File: config.mk
export PLATFORM = sky130hd
export DESIGN_NAME = cc_line_encoder
export DESIGN_NICKNAME = d
export VERILOG_FILES = /design/src/rtl/cc_enc_pkg.sv /design/src/rtl/cc_reg_file.sv /design/src/rtl/cc_line_timer.sv /design/src/rtl/cc_half_tick.sv /design/src/rtl/cc_serializer.sv /design/src/rtl/cc_line_encoder.sv
export SDC_FILE = /design/constraint.sdc
export NUM_CORES = 1
export LEC_CHECK = 0
export BUFFER_PORTS_ARGS = -buffer_cell sky130_fd_sc_hd__buf_4
export CORE_UTILIZATION = 61
export DETAILED_ROUTE_END_ITERATION = 8
export PLACE_DENSITY = 0.84
export SYNTH_ARGS = -nofsm -noshare
export SYNTH_HDL_FRONTEND = slang
export SYNTH_SLANG_ARGS = --single-unit
File: constraint.sdc
create_clock -name clk -period 3.2 [get_ports clk]
set_input_delay 0.64 -clock clk [delete_from_list [all_inputs] [get_ports clk]]
set_output_delay 0.64 -clock clk [all_outputs]
set_load 0.02 [all_outputs]
File: src/rtl/cc_enc_pkg.sv
package cc_enc_pkg;

   localparam int unsigned FIELDS       = 2;
   localparam int unsigned RUNIN_BITS   = 7;
   localparam int unsigned FRAME_BITS   = 26;
   localparam int unsigned FRAME_HALVES = 2 * FRAME_BITS;
   localparam int unsigned HALF_W       = 6;

   typedef enum logic [1:0] {
      ST_IDLE = 2'd0,
      ST_WAIT = 2'd1,
      ST_SEND = 2'd2
   } cc_state_t;

   // character plus odd parity in bit 7
   function automatic logic [7:0] cc_code(input logic [6:0] ch);
      return {~^ch, ch};
   endfunction

endpackage

File: src/rtl/cc_reg_file.sv
module cc_reg_file #(
   parameter int unsigned LINE_W       = 10,
   parameter int unsigned LINE_MIN     = 10,
   parameter int unsigned LINE_MAX     = 25,
   parameter int unsigned LINE_DEFAULT = 21
) (
   input  logic                   clk,
   input  logic                   rst_n,
   input  logic                   wr_en_i,
   input  logic [2:0]             wr_addr_i,
   input  logic [7:0]             wr_data_i,
   input  logic                   take_i,
   input  logic                   take_field_i,
   output logic [1:0][1:0][6:0]   chars_o,
   output logic [1:0]             fresh_o,
   output logic [LINE_W-1:0]      target_o
);

   localparam logic [2:0] ADDR_LINE = 3'd4;

   logic [LINE_W-1:0] wr_line;
   logic              line_ok;

   assign wr_line = LINE_W'(wr_data_i);
   assign line_ok = (wr_line >= LINE_W'(LINE_MIN)) && (wr_line <= LINE_W'(LINE_MAX));

   always_ff @(posedge clk or negedge rst_n) begin
      if (!rst_n) begin
         target_o <= LINE_W'(LINE_DEFAULT);
      end else if (wr_en_i && (wr_addr_i == ADDR_LINE) && line_ok) begin
         target_o <= wr_line;
      end
   end

   for (genvar f = 0; f < 2; f++) begin : g_field
      localparam logic [2:0] A_LO = 3'(2 * f);
      localparam logic [2:0] A_HI = 3'(2 * f + 1);

      logic hit_lo, hit_hi, taken;

      assign hit_lo = wr_en_i && (wr_addr_i == A_LO);
      assign hit_hi = wr_en_i && (wr_addr_i == A_HI);
      assign taken  = take_i && (take_field_i == 1'(f));

      always_ff @(posedge clk or negedge rst_n) begin
         if (!rst_n) begin
            chars_o[f] <= '0;
            fresh_o[f] <= 1'b0;
         end else begin
            if (hit_lo) chars_o[f][0] <= wr_data_i[6:0];
            if (hit_hi) chars_o[f][1] <= wr_data_i[6:0];
            if (hit_lo || hit_hi) fresh_o[f] <= 1'b1;
            else if (taken)       fresh_o[f] <= 1'b0;
         end
      end
   end

endmodule

File: src/rtl/cc_line_timer.sv
module cc_line_timer #(
   parameter int unsigned LINE_W = 10
) (
   input  logic              clk,
   input  logic              rst_n,
   input  logic              line_strobe_i,
   input  logic              field_strobe_i,
   input  logic              field_id_i,
   input  logic [LINE_W-1:0] target_i,
   output logic              hit_o,
   output logic              hit_field_o
);

   logic [LINE_W-1:0] line_q;
   logic [LINE_W-1:0] line_nxt;
   logic              field_q;

   assign line_nxt    = field_strobe_i ? LINE_W'(1) : line_q + LINE_W'(1);
   assign hit_o       = line_strobe_i && (line_nxt == target_i);
   assign hit_field_o = field_strobe_i ? field_id_i : field_q;

   always_ff @(posedge clk or negedge rst_n) begin
      if (!rst_n) begin
         line_q  <= '0;
         field_q <= 1'b0;
      end else if (line_strobe_i) begin
         line_q  <= line_nxt;
         field_q <= hit_field_o;
      end
   end

endmodule

File: src/rtl/cc_half_tick.sv
module cc_half_tick #(
   parameter int unsigned LINE_60       = 1716,
   parameter int unsigned LINE_50       = 1728,
   parameter int unsigned BITS_PER_LINE = 32
) (
   input  logic clk,
   input  logic rst_n,
   input  logic run_i,
   input  logic sel50_i,
   output logic tick_o
);

   localparam int unsigned STEP     = 2 * BITS_PER_LINE;
   localparam int unsigned LINE_TOP = (LINE_60 > LINE_50) ? LINE_60 : LINE_50;
   localparam int unsigned ACC_W    = $clog2(LINE_TOP + STEP + 1);

   logic [ACC_W-1:0] acc_q;
   logic [ACC_W-1:0] sum;
   logic [ACC_W-1:0] modulus;

   if (LINE_60 == LINE_50) begin : g_single_rate
      assign modulus = ACC_W'(LINE_60);
      logic unused_sel;
      assign unused_sel = sel50_i;
   end else begin : g_dual_rate
      assign modulus = sel50_i ? ACC_W'(LINE_50) : ACC_W'(LINE_60);
   end

   assign sum    = acc_q + ACC_W'(STEP);
   assign tick_o = run_i && (sum >= modulus);

   always_ff @(posedge clk or negedge rst_n) begin
      if (!rst_n)       acc_q <= '0;
      else if (!run_i)  acc_q <= '0;
      else if (tick_o)  acc_q <= sum - modulus;
      else              acc_q <= sum;
   end

endmodule

File: src/rtl/cc_serializer.sv
module cc_serializer
   import cc_enc_pkg::*;
#(
   parameter int unsigned START_DLY = 283,
   parameter int unsigned LVL_W     = 10,
   parameter int unsigned LVL_BLANK = 240,
   parameter int unsigned LVL_HIGH  = 560
) (
   input  logic             clk,
   input  logic             rst_n,
   input  logic             hit_i,
   input  logic [7:0]       code0_i,
   input  logic [7:0]       code1_i,
   input  logic             tick_i,
   output logic             run_o,
   output logic [LVL_W-1:0] level_o,
   output logic             active_o
);

   localparam int unsigned DLY_W = $clog2(START_DLY + 1);

   cc_state_t               state_q;
   logic [DLY_W-1:0]        dly_q;
   logic [HALF_W-1:0]       half_q;
   logic [FRAME_BITS-1:0]   frame_q;
   logic [4:0]              bit_idx;
   logic                    bit_val;

   always_ff @(posedge clk or negedge rst_n) begin
      if (!rst_n) begin
         state_q <= ST_IDLE;
         dly_q   <= '0;
         half_q  <= '0;
         frame_q <= '0;
      end else if (hit_i) begin
         state_q <= ST_WAIT;
         dly_q   <= '0;
         half_q  <= '0;
         frame_q <= {code1_i, code0_i, 3'b100, 7'b0};
      end else begin
         case (state_q)
            ST_WAIT: begin
               if (dly_q == DLY_W'(START_DLY - 1)) state_q <= ST_SEND;
               else                                 dly_q   <= dly_q + DLY_W'(1);
            end
            ST_SEND: begin
               if (tick_i) begin
                  if (half_q == HALF_W'(FRAME_HALVES - 1)) state_q <= ST_IDLE;
                  else                                     half_q  <= half_q + HALF_W'(1);
               end
            end
            default: state_q <= ST_IDLE;
         endcase
      end
   end

   assign bit_idx  = half_q[HALF_W-1:1];
   assign bit_val  = (bit_idx < 5'(RUNIN_BITS)) ? ~half_q[0] : frame_q[bit_idx];
   assign run_o    = (state_q == ST_SEND);
   assign active_o = run_o;
   assign level_o  = (run_o && bit_val) ? LVL_W'(LVL_HIGH) : LVL_W'(LVL_BLANK);

endmodule

File: src/rtl/cc_line_encoder.sv
module cc_line_encoder
   import cc_enc_pkg::*;
#(
   parameter int unsigned LINE_60       = 1716,
   parameter int unsigned LINE_50       = 1728,
   parameter int unsigned BITS_PER_LINE = 32,
   parameter int unsigned START_DLY     = 283,
   parameter int unsigned LINE_W        = 10,
   parameter int unsigned LINE_MIN      = 10,
   parameter int unsigned LINE_MAX      = 25,
   parameter int unsigned LINE_DEFAULT  = 21,
   parameter int unsigned LVL_W         = 10,
   parameter int unsigned LVL_BLANK     = 240,
   parameter int unsigned LVL_HIGH      = 560
) (
   input  logic             clk,
   input  logic             rst_n,
   input  logic             wr_en_i,
   input  logic [2:0]       wr_addr_i,
   input  logic [7:0]       wr_data_i,
   input  logic             line_strobe_i,
   input  logic             field_strobe_i,
   input  logic             field_id_i,
   input  logic             rate_50hz_i,
   output logic [LVL_W-1:0] level_o,
   output logic             active_o
);

   localparam int unsigned STEP      = 2 * BITS_PER_LINE;
   localparam int unsigned SPAN_60   = (FRAME_HALVES * LINE_60 + STEP - 1) / STEP;
   localparam int unsigned SPAN_50   = (FRAME_HALVES * LINE_50 + STEP - 1) / STEP;
   localparam int unsigned LINE_LOW  = (LINE_60 < LINE_50) ? LINE_60 : LINE_50;

   if (START_DLY < 1) begin : g_bad_dly
      $error("start delay must be at least one sample");
   end
   if (STEP >= LINE_LOW) begin : g_bad_step
      $error("bit rate too high for the line length");
   end
   if ((START_DLY + SPAN_60 >= LINE_60) || (START_DLY + SPAN_50 >= LINE_50)) begin : g_bad_fit
      $error("burst does not fit inside one line");
   end
   if ((LINE_W < 8) || (LINE_MIN < 1) || (LINE_MAX > 255) || (LINE_MIN > LINE_MAX)) begin : g_bad_range
      $error("line range or width invalid");
   end
   if ((LINE_DEFAULT < LINE_MIN) || (LINE_DEFAULT > LINE_MAX)) begin : g_bad_default
      $error("default line outside the allowed range");
   end
   if ((LVL_HIGH >= (1 << LVL_W)) || (LVL_BLANK >= LVL_HIGH)) begin : g_bad_level
      $error("level codes invalid");
   end

   logic [1:0][1:0][6:0] chars;
   logic [1:0]           fresh;
   logic [LINE_W-1:0]    target_line;
   logic                 hit, hit_field;
   logic [6:0]           ch0, ch1;
   logic                 run, tick;
   logic                 sel50_q;

   cc_reg_file #(
      .LINE_W(LINE_W), .LINE_MIN(LINE_MIN), .LINE_MAX(LINE_MAX), .LINE_DEFAULT(LINE_DEFAULT)
   ) u_regs (
      .clk(clk), .rst_n(rst_n),
      .wr_en_i(wr_en_i), .wr_addr_i(wr_addr_i), .wr_data_i(wr_data_i),
      .take_i(hit), .take_field_i(hit_field),
      .chars_o(chars), .fresh_o(fresh), .target_o(target_line)
   );

   cc_line_timer #(.LINE_W(LINE_W)) u_timer (
      .clk(clk), .rst_n(rst_n),
      .line_strobe_i(line_strobe_i), .field_strobe_i(field_strobe_i),
      .field_id_i(field_id_i), .target_i(target_line),
      .hit_o(hit), .hit_field_o(hit_field)
   );

   assign ch0 = fresh[hit_field] ? chars[hit_field][0] : 7'd0;
   assign ch1 = fresh[hit_field] ? chars[hit_field][1] : 7'd0;

   always_ff @(posedge clk or negedge rst_n) begin
      if (!rst_n)   sel50_q <= 1'b0;
      else if (hit) sel50_q <= rate_50hz_i;
   end

   cc_half_tick #(
      .LINE_60(LINE_60), .LINE_50(LINE_50), .BITS_PER_LINE(BITS_PER_LINE)
   ) u_tick (
      .clk(clk), .rst_n(rst_n), .run_i(run), .sel50_i(sel50_q), .tick_o(tick)
   );

   cc_serializer #(
      .START_DLY(START_DLY), .LVL_W(LVL_W), .LVL_BLANK(LVL_BLANK), .LVL_HIGH(LVL_HIGH)
   ) u_ser (
      .clk(clk), .rst_n(rst_n), .hit_i(hit),
      .code0_i(cc_code(ch0)), .code1_i(cc_code(ch1)),
      .tick_i(tick), .run_o(run), .level_o(level_o), .active_o(active_o)
   );

endmodule

# After elaboration in Yosys (flattened, before gate mapping)
# Cells that the tools add are included.
[totals] ff_bits=95 inputBits=18 out_inout_bits=11 elab_cells=98
[classes] n_addsub=5 order_cmp=6 eq_ne=14 n_mux=31 bitwise=2 reduce_logical=25
[op_table] cell="two-way mux 14 bit" count=2
[op_table] cell="two-way mux 9 bit" count=3
[op_table] cell="two-way mux 6 bit" count=4
[op_table] cell="two-way mux 11 bit" count=2
[op_table] cell="two-way mux 7 bit" count=3
[op_table] cell="two-way mux 10 bit" count=2
[op_table] cell="XNOR reduction 7 bit" count=2
[op_table] cell="logical AND 1 bit" count=12
[op_table] cell="adder 11 x 7 -> 11 bit (second input constant)" count=1
[op_table] cell="greater-or-equal comparator 11 bit" count=1
[op_table] cell="subtractor 11 bit" count=1
[op_table] cell="adder 10 x 1 -> 10 bit (second input constant)" count=1
[op_table] cell="== test 10 x 8 -> 1 bit" count=1
[op_table] cell="nonzero test 2 bit" count=5
[op_table] cell="adder 9 x 1 -> 9 bit (second input constant)" count=1
[op_table] cell="== test 9 bit (second input constant)" count=1
[op_table] cell="two-way mux 1 bit" count=9
[op_table] cell="greater-or-equal comparator 8 x 4 -> 1 bit (second input constant)" count=1
[op_table] cell="less-or-equal comparator 8 x 5 -> 1 bit (second input constant)" count=1
[op_table] cell="two-way mux 2 bit" count=4
[op_table] cell="adder 6 x 1 -> 6 bit (second input constant)" count=1
[op_table] cell="== test 3 x 2 -> 1 bit (second input constant)" count=2
[op_table] cell="== test 6 bit (second input constant)" count=1
[op_table] cell="< comparator 5 x 6 -> 1 bit (second input constant)" count=1
[op_table] cell="16 further kinds" count=21

# Logic depth before layout (Yosys ltp)
# Gate-level depths: netlist (run 1).
[depth] depth_word=7 mapped_depth=9 depth_no_buf=9

# Cells and area by module
# A second synthesis (run 1) with hierarchy kept.
[hier_totals] cells_unflattened=510 hier_area_um2=5480.3
[modules_own_cells] mod="cc_serializer" n_inst=1 cells_per_inst=163 area_each_um2=1880.6 seq_area_each_um2=850.8
[modules_own_cells] mod="cc_reg_file" n_inst=1 cells_per_inst=103 area_each_um2=1522.7 seq_area_each_um2=954.7
[modules_own_cells] mod="cc_line_timer" n_inst=1 cells_per_inst=100 area_each_um2=838.3 seq_area_each_um2=275.3
[modules_own_cells] mod="cc_half_tick" n_inst=1 cells_per_inst=79 area_each_um2=715.7 seq_area_each_um2=225.2
[modules_own_cells] mod="cc_line_encoder" n_inst=1 cells_per_inst=65 area_each_um2=523.0 seq_area_each_um2=25.0

# Least setup slack after synthesis (run 1)
# OpenSTA, ideal clock, no wires.
[synth_path] path_kind="register -> output" from="reg u_ser.half_q[1]" to="out level_o[7]" arrival_time_ns=2.283 path_slack_ns=0.277 path_stages_with_launch=8 path_cell_list="dfrtp_1 -> clkbuf_1 -> mux4_2 -> nand2b_1 -> o211ai_1 -> o22ai_1 -> o21ai_0 -> buf_4"
[synth_between] elab_chain_len=5
[synth_rtl] element="start: declaration" line="cc_serializer.sv:24" source="logic [HALF_W-1:0] half_q;"
[synth_rtl] element="start signal: assignment" line="cc_serializer.sv:49" source="else half_q <= half_q + HALF_W'(1);"
[synth_rtl] element="binary-select mux 1 bit (select 5 bit)" line="cc_serializer.sv:58" source="assign bit_val = (bit_idx < 5'(RUNIN_BITS)) ? ~half_q[0] : frame_q[bit_idx];"
[synth_rtl] element="two-way mux 1 bit (not written as such)" line="cc_serializer.sv:58"
[synth_rtl] element="two-way mux 1 bit (*)" line="cc_serializer.sv:58"
[synth_rtl] element="logical AND 1 bit (*)" line="cc_serializer.sv:61" source="assign level_o = (run_o && bit_val) ? LVL_W'(LVL_HIGH) : LVL_W'(LVL_BLANK);"
[synth_rtl] element="two-way mux 10 bit (*)" line="cc_serializer.sv:61"
[synth_rtl] element="end: declaration" line="cc_line_encoder.sv:25" source="output logic [LVL_W-1:0] level_o,"
# Mark *: on every way between the ends. The rest lies on a longest branch, timed or not. The select of a mux whose other input is x is not followed.

# Worst setup path after layout (run 1)
[layout_path] from="reg u_ser.half_q[2]" to="out level_o[7]"
# The elaborated chain is that of the path after synthesis.

==> results of run 1 <==
==> worst max-delay path, stage by stage, from the launching register on <==
cell      delay, ps
dfrtp_1         550
nor4bb_1        750
a21oi_1         140
o21ai_0         240
o21ai_0         140
buf_4           180
==> per-layer routing <==
layer | GRT usage, % | vias up
met4 | 10.4 | 0
met2 | 39.7 | 66
met1 | 34.4 | 1953
met5 | 0 | -
li1 | - | 1836
met3 | 3.30 | 14
==> placed cells by master, fill, tap and decap left out, types with 3 or more instances in the layout <==
cell type and count:
a211oi_1 3, a21o_1 3, a21oi_1 37, and3_1 3
buf_4 25, clkbuf_8 9, clkinvlp_4 3, conb_1 7
dfrtp_1 90, dfstp_2 3, ha_1 10, inv_1 21
mux2_1 11, mux2_2 39, mux2i_1 11, mux4_2 3
nand2_1 50, nand2b_1 8, nand3_1 14, nand4_1 8
nor2_1 31, nor2b_1 12, nor3_1 7, nor3b_1 4
nor4b_1 3, o211ai_1 3, o21a_1 3, o21ai_0 18
o22ai_1 8, or3_1 3, or4_1 4, xnor2_1 29
xor2_1 13
==> stage by stage <==
| step | util, % | instance area, um2 | power [mW] |
|---|---|---|---|
| 3_5_place_dp | 65.8 | 5440 | 3.19 |
| 6_report | 68.3 | 5640 | 3.98 |
| 5_1_grt | 68.3 | 5640 | 4.26 |
| 4_1_cts | 68.3 | 5640 | 3.99 |
| 3_3_place_gp | 65.8 | 5440 | 3.09 |
| 2_1_floorplan | - | 5250 | 2.84 |
==> registers in the layout, summed over array words and instances, names as in the netlist <==
register         flops
sel50_q              1
u_timer.line_q      10
u_timer.field_q      1
u_ser.state_q        2
u_ser.half_q         6
u_tick.acc_q         9
u_regs.target_o      8
u_ser.dly_q          9
u_regs.fresh_o       2
u_regs.chars_o      28
u_ser.frame_q       17
==> layout make-up <==
type | count | area [um2]
clock buffer | 10 | 128
clock inverter | 6 | 72.6
fill | 601 | 2620
inverter | 22 | 82.6
multi-input combinational | 379 | 2690
sequential | 93 | 2330
tap | 105 | 131
timing repair buffer | 26 | 208
==> final timing paths <==
path | start | endpoint | cells after the start
max reg2reg | u_timer.line_q[0] | u_ser.frame_q[14] | 8
min in group clk | u_ser.frame_q[18] | u_ser.frame_q[18] | 1
min | rst_n | u_tick.acc_q[6] | 1
min reg2reg | u_ser.frame_q[18] | u_ser.frame_q[18] | 1
max in group asynchronous | rst_n | u_ser.half_q[4] | 2
max | u_ser.half_q[2] | level_o[7] | 5
==> power by group <==
group / total [mW] / internal, mW / switching, mW
Combinational: 1.39 / 0.686 / 0.708
Clock: 0.799 / 0.368 / 0.431
Sequential: 1.79 / 1.45 / 0.335
==> synthesized netlist by cell type, types with 4 or more instances <==
cell type and n:
dfrtp_1 90, xor2_1 13, clkbuf_1 14, nor2_1 31, a21oi_1 37, mux2i_1 11
buf_4 10, o21ai_0 18, nand3_1 14, nand2b_1 8, mux2_2 39, nand2_1 50
nor3b_1 4, nor3_1 7, nand4_1 8, ha_1 10, mux2_1 11, inv_1 21
o22ai_1 8, xnor2_1 29, nor2b_1 12, or4_1 4
==> kinds of logic after synthesis <==
logic type,after synthesis
simple gates,160
compound gates,96
flops,93
mux,64
buf+inv,50
xor+xnor,42
fa+ha+maj,10
other cells,2
==> impl_metrics.csv, run 1 <==
group,metric,value,unit
run_status,outcome,"finished, final reports clean",
detailed_routing,via_count,3869,
setup_path,start_kind,"flop",
yosys,synth_compound_area_share,11.3,%
floorplan,std_cell_rows,33,
yosys,syn_inst,517,
clock_network,cts_sinks,93,
detailed_routing,antenna_left,0,
place,dp.final_hpwl,7170,um
clock_network,cts_setup_buffers,0,
sta,max_slew_margin,47.1,%
place,port_buffers,21,
grt,grt_start_max_net_pins,64,
sta,whs,337,ps
detailed_routing,routed_wl,10100,um
cells_and_area,area_growth,7.77,%
worst_hold_path,hold_path_class,"input port to asynchronous set/reset pin",
yosys,synth-xor-area-share,7.03,%
sta,tightestPinTransition,783,ps
clock_network,insertion_delay,370,ps
sta,rsz0062_at_grt,"no",
setup_path,rrSetupSlack,370,ps
sta,setup_viol,0,
sta,fin_skew,11.4,ps
yosys,yosys_warnings,0,
yosys,synthAdderAreaFrac,2.39,%
sta,final-hold-violation-count,0,
clock_network,clk_root_buffer_cell,"clkbuf_8",
floorplan,die-area,8950,um2
power_and_ir_drop,power.leakage,2.36,nW
grt,grt_overflow_total,0,
detailed_routing,drc,0,
detailed_routing,wl_met2,4810,um
detailed_routing,wl_per_cell,15.7,um
setup_path,cp.required,2560,ps
setup_path,crit_type,"flop to output port",
grt,grt_use_total,24.9,%
yosys,synthArstFlopShare,100,%
grt,antenna_found_initial,0,
yosys,synth-simple-area-share,15.9,%
yosys,netlist_area,5230,um2
floorplan,start_util,63.3,%
yosys,ys_ff_latch,93,
detailed_routing,met1Wirelength,4790,um
clock_network,cts_tree,"yes",
yosys,syn_avg_cell_area,10.1,um2
sta,fin_crit,3010,ps
yosys,yosysTopAreaCell,"dfrtp_1",
flow_run,maxCapViolCount,0,
sta,fin_tns_setup,0,ps
sta,setup_ws,187,ps
sta,fmax,0.332,GHz
sta,drv_slew,0,
cells_and_area,nNetsFinal,559,
grt,grt_first_pass_wirelength,17300,um
yosys,synthMuxAreaShare,14.2,%
detailed_routing,via_per_inst,6.04,
detailed_routing,drt_iter0_markers,219,
place,dp.cells,625,
clock_network,h-tree-depth,3,
setup_path,timing.critical_path.to_type,"output port",
clock_network,clkSlewWorstSetupHoldPaths,100,ps
floorplan,die_w,94.6,um
yosys,synth_top_area_share,43.1,%
clock_network,cts_inserted_buffers,9,
cells_and_area,drive_above_1_share,17.5,%
clock_network,holdBufCountCts,0,
detailed_routing,firstDrtPassIters,5,
grt,grt_pass1_vias,3689,
yosys,synth_top_family_by_area,"simple AND/OR/NAND/NOR gates",
yosys,synth_top_flop_cell,"dfrtp_1",
floorplan,core-area,8260,um2
cells_and_area,layoutNonFillerInstCount,641,
detailed_routing,wl_met3,301,um
power_and_ir_drop,max-vdd-ir-drop,0.000336,V
sta,period_share,94.2,%
clock_network,clockBufferDepth,2,
power_and_ir_drop,p_per_area,706,nW/um2
yosys,yosysSeqAreaShare,44.6,%
clock_network,ctsResizeCount,0,
yosys,ys_top_cells_by_area,"dfrtp_1 (43%), mux2_2 (8.4%), xnor2_1 (4.9%), nand2_1 (3.6%), a21oi_1 (3.5%)",
yosys,synth_edf_count,0,
setup_path,path_max_fanout,12,
place,dp_slack,390,ps
yosys,ys_types,61,
setup_path,crit_arrival,2370,ps
place,globalplace.congestion,0.876,
floorplan,die_y,94.6,um
detailed_routing,top_layer,"met4",
cells_and_area,n_antenna_cell,0,
floorplan,io_pins,29,
No activity file was read; power rests on OpenSTA's default activity.
==> inputs of run 2 (changes only) <==
Settings changed: CELL_PAD_IN_SITES_DETAIL_PLACEMENT set to 1, CELL_PAD_IN_SITES_GLOBAL_PLACEMENT set to 2, CORE_UTILIZATION 61 to 40.
==> run 2 against run 1 <==
  * Critical path depth unchanged
  * Sequential share of layout area fell by 1.3 points
  * Clock-buffer cell count did not move
  * Final area increased by 3.1%
  * Critical endpoint unchanged
  * Highest routed layer unchanged
==> impl_metrics.csv, run 2 (same netlist as run 1, synthesis figures left out) <==
group,metric,value,unit
run_status,outcome,"finished, final reports clean",
worst_hold_path,hold_path_class,"input port to asynchronous set/reset pin",
clock_network,insertion_delay,350,ps
detailed_routing,antenna_left,0,
setup_path,critical_path_buf_inv_count,1,
floorplan,die_w,116,um
clock_network,cts_tree,"yes",
detailed_routing,drt_iter0_markers,129,
sta,period_share,92.3,%
place,port_buffers,21,
place,globalplace.congestion,0.794,
place,place_area,5540,um2
grt,grt_use_total,18.9,%
detailed_routing,via_count,3835,
cells_and_area,top_register,"u_regs.chars_o",
sta,fin_tns_setup,0,ps
detailed_routing,via_per_inst,5.42,
sta,drv_slew,0,
setup_path,rrSetupSlack,300,ps
cells_and_area,final_area,5810,um2
clock_network,ctsResizeCount,0,
sta,setup_ws,246,ps
floorplan,die-area,13500,um2
detailed_routing,drc,0,
clock_network,cts_sinks,93,
cells_and_area,n_antenna_cell,0,
clock_network,clk_root_buffer_cell,"clkbuf_16",
sta,fin_crit,2950,ps
floorplan,start_util,41.3,%
cells_and_area,drive_above_1_share,17.7,%
sta,final-hold-violation-count,0,
cells_and_area,layoutNonFillerInstCount,708,
setup_path,critPathSlowestCell,"dfrtp_1",
setup_path,start_kind,"flop",
clock_network,clkSlewWorstSetupHoldPaths,70,ps
cells_and_area,mostFrequentLayoutCells,"dfrtp_1 (90), nand2_1 (50), mux2_2 (39), a21oi_1 (37), nor2_1 (31)",
clock_network,cts_inserted_buffers,9,
grt,grt_start_max_net_pins,94,
power_and_ir_drop,p_per_area,727,nW/um2
setup_path,crit_arrival,2310,ps
setup_path,r2r-start,"u_timer.line_q[0]",
sta,tightestPinTransition,758,ps
floorplan,core-area,12700,um2
floorplan,die_y,116,um
setup_path,cp.required,2560,ps
floorplan,io_pins,29,
power_and_ir_drop,max-vdd-ir-drop,0.000301,V
setup_path,reg2reg_depth,8,
grt,grt_first_pass_wirelength,19700,um
sta,rsz0062_at_grt,"no",
setup_path,r2r_end,"u_ser.frame_q[19]",
clock_network,clockBufferDepth,2,
sta,setup_viol,0,
power_and_ir_drop,power.leakage,2.41,nW
setup_path,max_stage_delay,610,ps
place,dp_slack,300,ps
cells_and_area,mostFrequentLayoutCell,"dfrtp_1",
cells_and_area,nNetsFinal,559,
setup_path,path_max_fanout,12,
grt,antenna_found_initial,0,
clock_network,holdBufCountCts,0,
setup_path,crit_chain,"mux4_2 -> a21oi_1 -> o22ai_1 -> o21ai_0 -> buf_4",
place,dp.final_hpwl,8180,um
floorplan,std_cell_rows,41,
cells_and_area,nFillCells,1417,
cells_and_area,largest_reg_flops,28,
grt,grt_overflow_total,0,
cells_and_area,area_growth,11.1,%
sta,fmax,0.339,GHz
detailed_routing,firstDrtPassIters,6,
place,dp.cells,692,
sta,max_slew_margin,49.4,%
power_and_ir_drop,total_power,4.23,mW
sta,fin_skew,8.61,ps
setup_path,critical-path-top-delay-family,"flip-flops",
clock_network,cts_setup_buffers,0,
detailed_routing,routed_wl,11600,um
cells_and_area,reg.largest.list,"u_regs.chars_o: 28 flops, u_ser.frame_q: 17 flops, u_timer.line_q: 10 flops",
detailed_routing,wl_per_cell,16.4,um
grt,grt_pass1_vias,3975,
clock_network,h-tree-depth,3,
flow_run,maxCapViolCount,0,
setup_path,crit_type,"flop to output port",
setup_path,timing.critical_path.to_type,"output port",
[run 2: changes by cell type in the layout (fill, tap and decap cells not counted)]
cell        previous run  this run
clkbuf_16              0         9
mux2i_1               11        10
buf_12                 1         2
inv_6                  0         2
clkbuf_8               9         0
buf_4                 25        24
clkinv_4               1         2
inv_8                  1         0
clkinvlp_4             3         1
mux2i_2                0         1
bufinv_16              1         0
clkinv_2               0         1
[run 2: per-layer routing]
layer  wire length, um  GRT usage (%)
met4               178           7.01
met1              5420           24.6
met2              5780           31.8
met5                 0              0
met3               215           3.11
[run 2: per-stage QoR]
stage                     utilization (%)  hold slack [ps]
after floorplan                         -              344
after global placement               43.7              450
after detailed placement             43.7              455
after CTS                            45.9              359
after global routing                 45.9              371
final                                45.9              322
[run 2: final cells by class]
| cell class | count | area, um2 | area share [%] |
|---|---|---|---|
| inverter | 22 | 82.6 | 1.42 |
| tap | 172 | 215 | 3.70 |
| clock buffer | 10 | 229 | 3.94 |
| sequential | 93 | 2330 | 40.1 |
| clock inverter | 6 | 47.5 | 0.818 |
| timing repair buffer | 26 | 220 | 3.79 |
| multi-input combinational | 379 | 2690 | 46.2 |
[run 2: how the worst max path moves through the flow]
stage,start,endpoint,slack (ps),cells after the start
final,u_ser.half_q[2],level_o[7],250,5
after floorplan,u_ser.half_q[1],level_o[7],280,7
after global placement,field_strobe_i,u_ser.frame_q[14],450,7
after CTS,u_ser.half_q[1],level_o[7],210,6
after detailed placement,u_timer.line_q[0],u_ser.frame_q[24],300,8
after global routing,u_timer.line_q[0],u_ser.frame_q[19],70,8
[run 2: where the power goes]
group | internal, mW | leakage (nW) | switching (mW) | total, mW
clock | 0.534 | 0.133 | 0.480 | 1.01
combinational | 0.692 | 1.14 | 0.741 | 1.43
sequential | 1.46 | 1.13 | 0.325 | 1.78
==> inputs of run 3 (changes only) <==
Settings changed: CORE_MARGIN set to 3.
==> run 3 against run 2 <==
  * Clock power rose by 6%
  * First-iteration DRC count rose by 17%
  * Power up 1.5%
  * Sequential power about the same
==> impl_metrics.csv, run 3 (same netlist as run 1, synthesis figures left out) <==
group,metric,value,unit
run_status,outcome,"finished, final reports clean",
clock_network,clockBufferDepth,2,
setup_path,critPathCapture,"level_o[6]",
power_and_ir_drop,seq_power_share,41.6,%
clock_network,clkSlewWorstSetupHoldPaths,70,ps
place,globalplace.congestion,0.776,
cells_and_area,drive_above_1_share,17.5,%
sta,fin_tns_setup,0,ps
setup_path,timing.critical_path.to_type,"output port",
power_and_ir_drop,pwr-share-clk,25.0,%
sta,fmax,0.337,GHz
grt,grt_first_pass_wirelength,20300,um
sta,rsz0062_at_grt,"no",
setup_path,max_stage_delay,620,ps
sta,drv_slew,0,
sta,whs,311,ps
detailed_routing,routed_wl,11900,um
clock_network,cts_setup_buffers,0,
sta,fin_crit,2960,ps
grt,grt_overflow_total,0,
setup_path,cp.required,2560,ps
setup_path,r2r-start,"u_timer.line_q[0]",
worst_hold_path,hold_path_class,"input port to asynchronous set/reset pin",
floorplan,die-area,14500,um2
sta,fin_skew,6.25,ps
sta,final-hold-violation-count,0,
clock_network,cts_sinks,93,
place,dp.final_hpwl,8420,um
sta,max_slew_margin,51.8,%
grt,antenna_found_initial,0,
detailed_routing,wl_per_cell,16.8,um
cells_and_area,fin_util,45.8,%
power_and_ir_drop,p_sw_share,35.4,%
clock_network,ctsResizeCount,0,
sta,setup_viol,0,
detailed_routing,via_count,3871,
clock_network,holdBufCountCts,0,
setup_path,crit_chain,"mux4_2 -> a21oi_1 -> o22ai_1 -> o21ai_0 -> buf_4",
cells_and_area,nNetsFinal,559,
setup_path,critPathSlowestCell,"dfrtp_1",
cells_and_area,n_antenna_cell,0,
clock_network,cts_inserted_buffers,9,
power_and_ir_drop,internal-power,2.77,mW
cells_and_area,largest_reg_flops,28,
floorplan,std_cell_rows,41,
flow_run,maxCapViolCount,0,
clock_network,cts_tree,"yes",
cells_and_area,layoutNonFillerInstCount,708,
cells_and_area,mostFrequentLayoutCells,"dfrtp_1 (90), nand2_1 (50), mux2_2 (39), a21oi_1 (37), nor2_1 (31)",
power_and_ir_drop,total_power,4.29,mW
grt,grt_pass1_vias,4081,
detailed_routing,drt_iter0_markers,151,
detailed_routing,via_per_inst,5.47,
cells_and_area,multi_input_area,2690,um2
place,port_buffers,21,
detailed_routing,firstDrtPassIters,4,
cells_and_area,ff_latch_area,2330,um2
clock_network,clk_root_buffer_cell,"clkbuf_16",
power_and_ir_drop,power.leakage,2.42,nW
setup_path,crit_arrival,2320,ps
power_and_ir_drop,max-vdd-ir-drop,0.000322,V
place,dp.cells,692,
floorplan,die_w,120,um
setup_path,start_kind,"flop",
setup_path,rrSetupSlack,340,ps
cells_and_area,mostFrequentLayoutCell,"dfrtp_1",
power_and_ir_drop,p_switching,1.52,mW
setup_path,crit_type,"flop to output port",
sta,tightestPinTransition,722,ps
power_and_ir_drop,combPwrFrac,33.4,%
setup_path,critical-path-top-delay-family,"flip-flops",
grt,grt_start_max_net_pins,49,
floorplan,io_pins,29,
setup_path,r2r_end,"u_ser.frame_q[11]",
cells_and_area,area_growth,11.5,%
grt,grt_use_total,17.5,%
power_and_ir_drop,p_per_area,736,nW/um2
clock_network,insertion_delay,340,ps
setup_path,worst-path-stages,5,
setup_path,path_max_fanout,12,
detailed_routing,antenna_left,0,
floorplan,start_util,41.1,%
cells_and_area,top_register,"u_regs.chars_o",
cells_and_area,nFillCells,1468,
detailed_routing,drc,0,
setup_path,critical_path.startpoint,"u_ser.half_q[2]",
floorplan,core-area,12700,um2
sta,period_share,92.6,%
setup_path,reg2reg_depth,8,
setup_path,critical_path_buf_inv_count,1,
floorplan,die_y,120,um
clock_network,h-tree-depth,3,
cells_and_area,reg.largest.list,"u_regs.chars_o: 28 flops, u_ser.frame_q: 17 flops, u_timer.line_q: 10 flops",
==> run 3: per-stage QoR <==
stage	worst slack [ps]	instance area (um2)
2_1_floorplan	277	5250
3_3_place_gp	454	5540
3_5_place_dp	321	5540
4_1_cts	206	5830
5_1_grt	76.9	5830
6_report	237	5830
==> run 3: power by group through the flow <==
stage          Sequential [mW]  Clock (mW)  Combinational [mW]
2_1_floorplan             1.67           0                1.18
3_3_place_gp              1.78           0                1.38
3_5_place_dp              1.80           0                1.45
4_1_cts                   1.79        1.11                1.46
5_1_grt                   1.84        1.17                1.63
6_report                  1.79        1.07                1.43
==> run 3: metal layers <==
layer	vias up	share of wire (%)	global-route usage [%]
met2	55	50	29.3
li1	1848	-	-
met1	1954	46	23.2
met3	14	2.4	2.43
met5	-	0	0
met4	0	1.7	6.59
==> run 3: layout make-up <==
cell class	instances	share of cell area [%]
Timing Repair Buffer	26	3.78
Inverter	22	1.42
Clock buffer	12	4.23
Multi-Input combinational cell	379	46.1
Tap cell	172	3.69
Sequential cell	93	40.0
Clock inverter	4	0.815
==> run 3: worst min path at each step <==
stage,to,slack [ps],cells after the start
floorplan,sel50_q,340,0
global placement,u_ser.frame_q[9],450,1
detailed placement,u_ser.frame_q[9],470,1
CTS,u_tick.acc_q[5],330,1
global route,u_tick.acc_q[5],360,1
finish,u_tick.acc_q[5],310,1
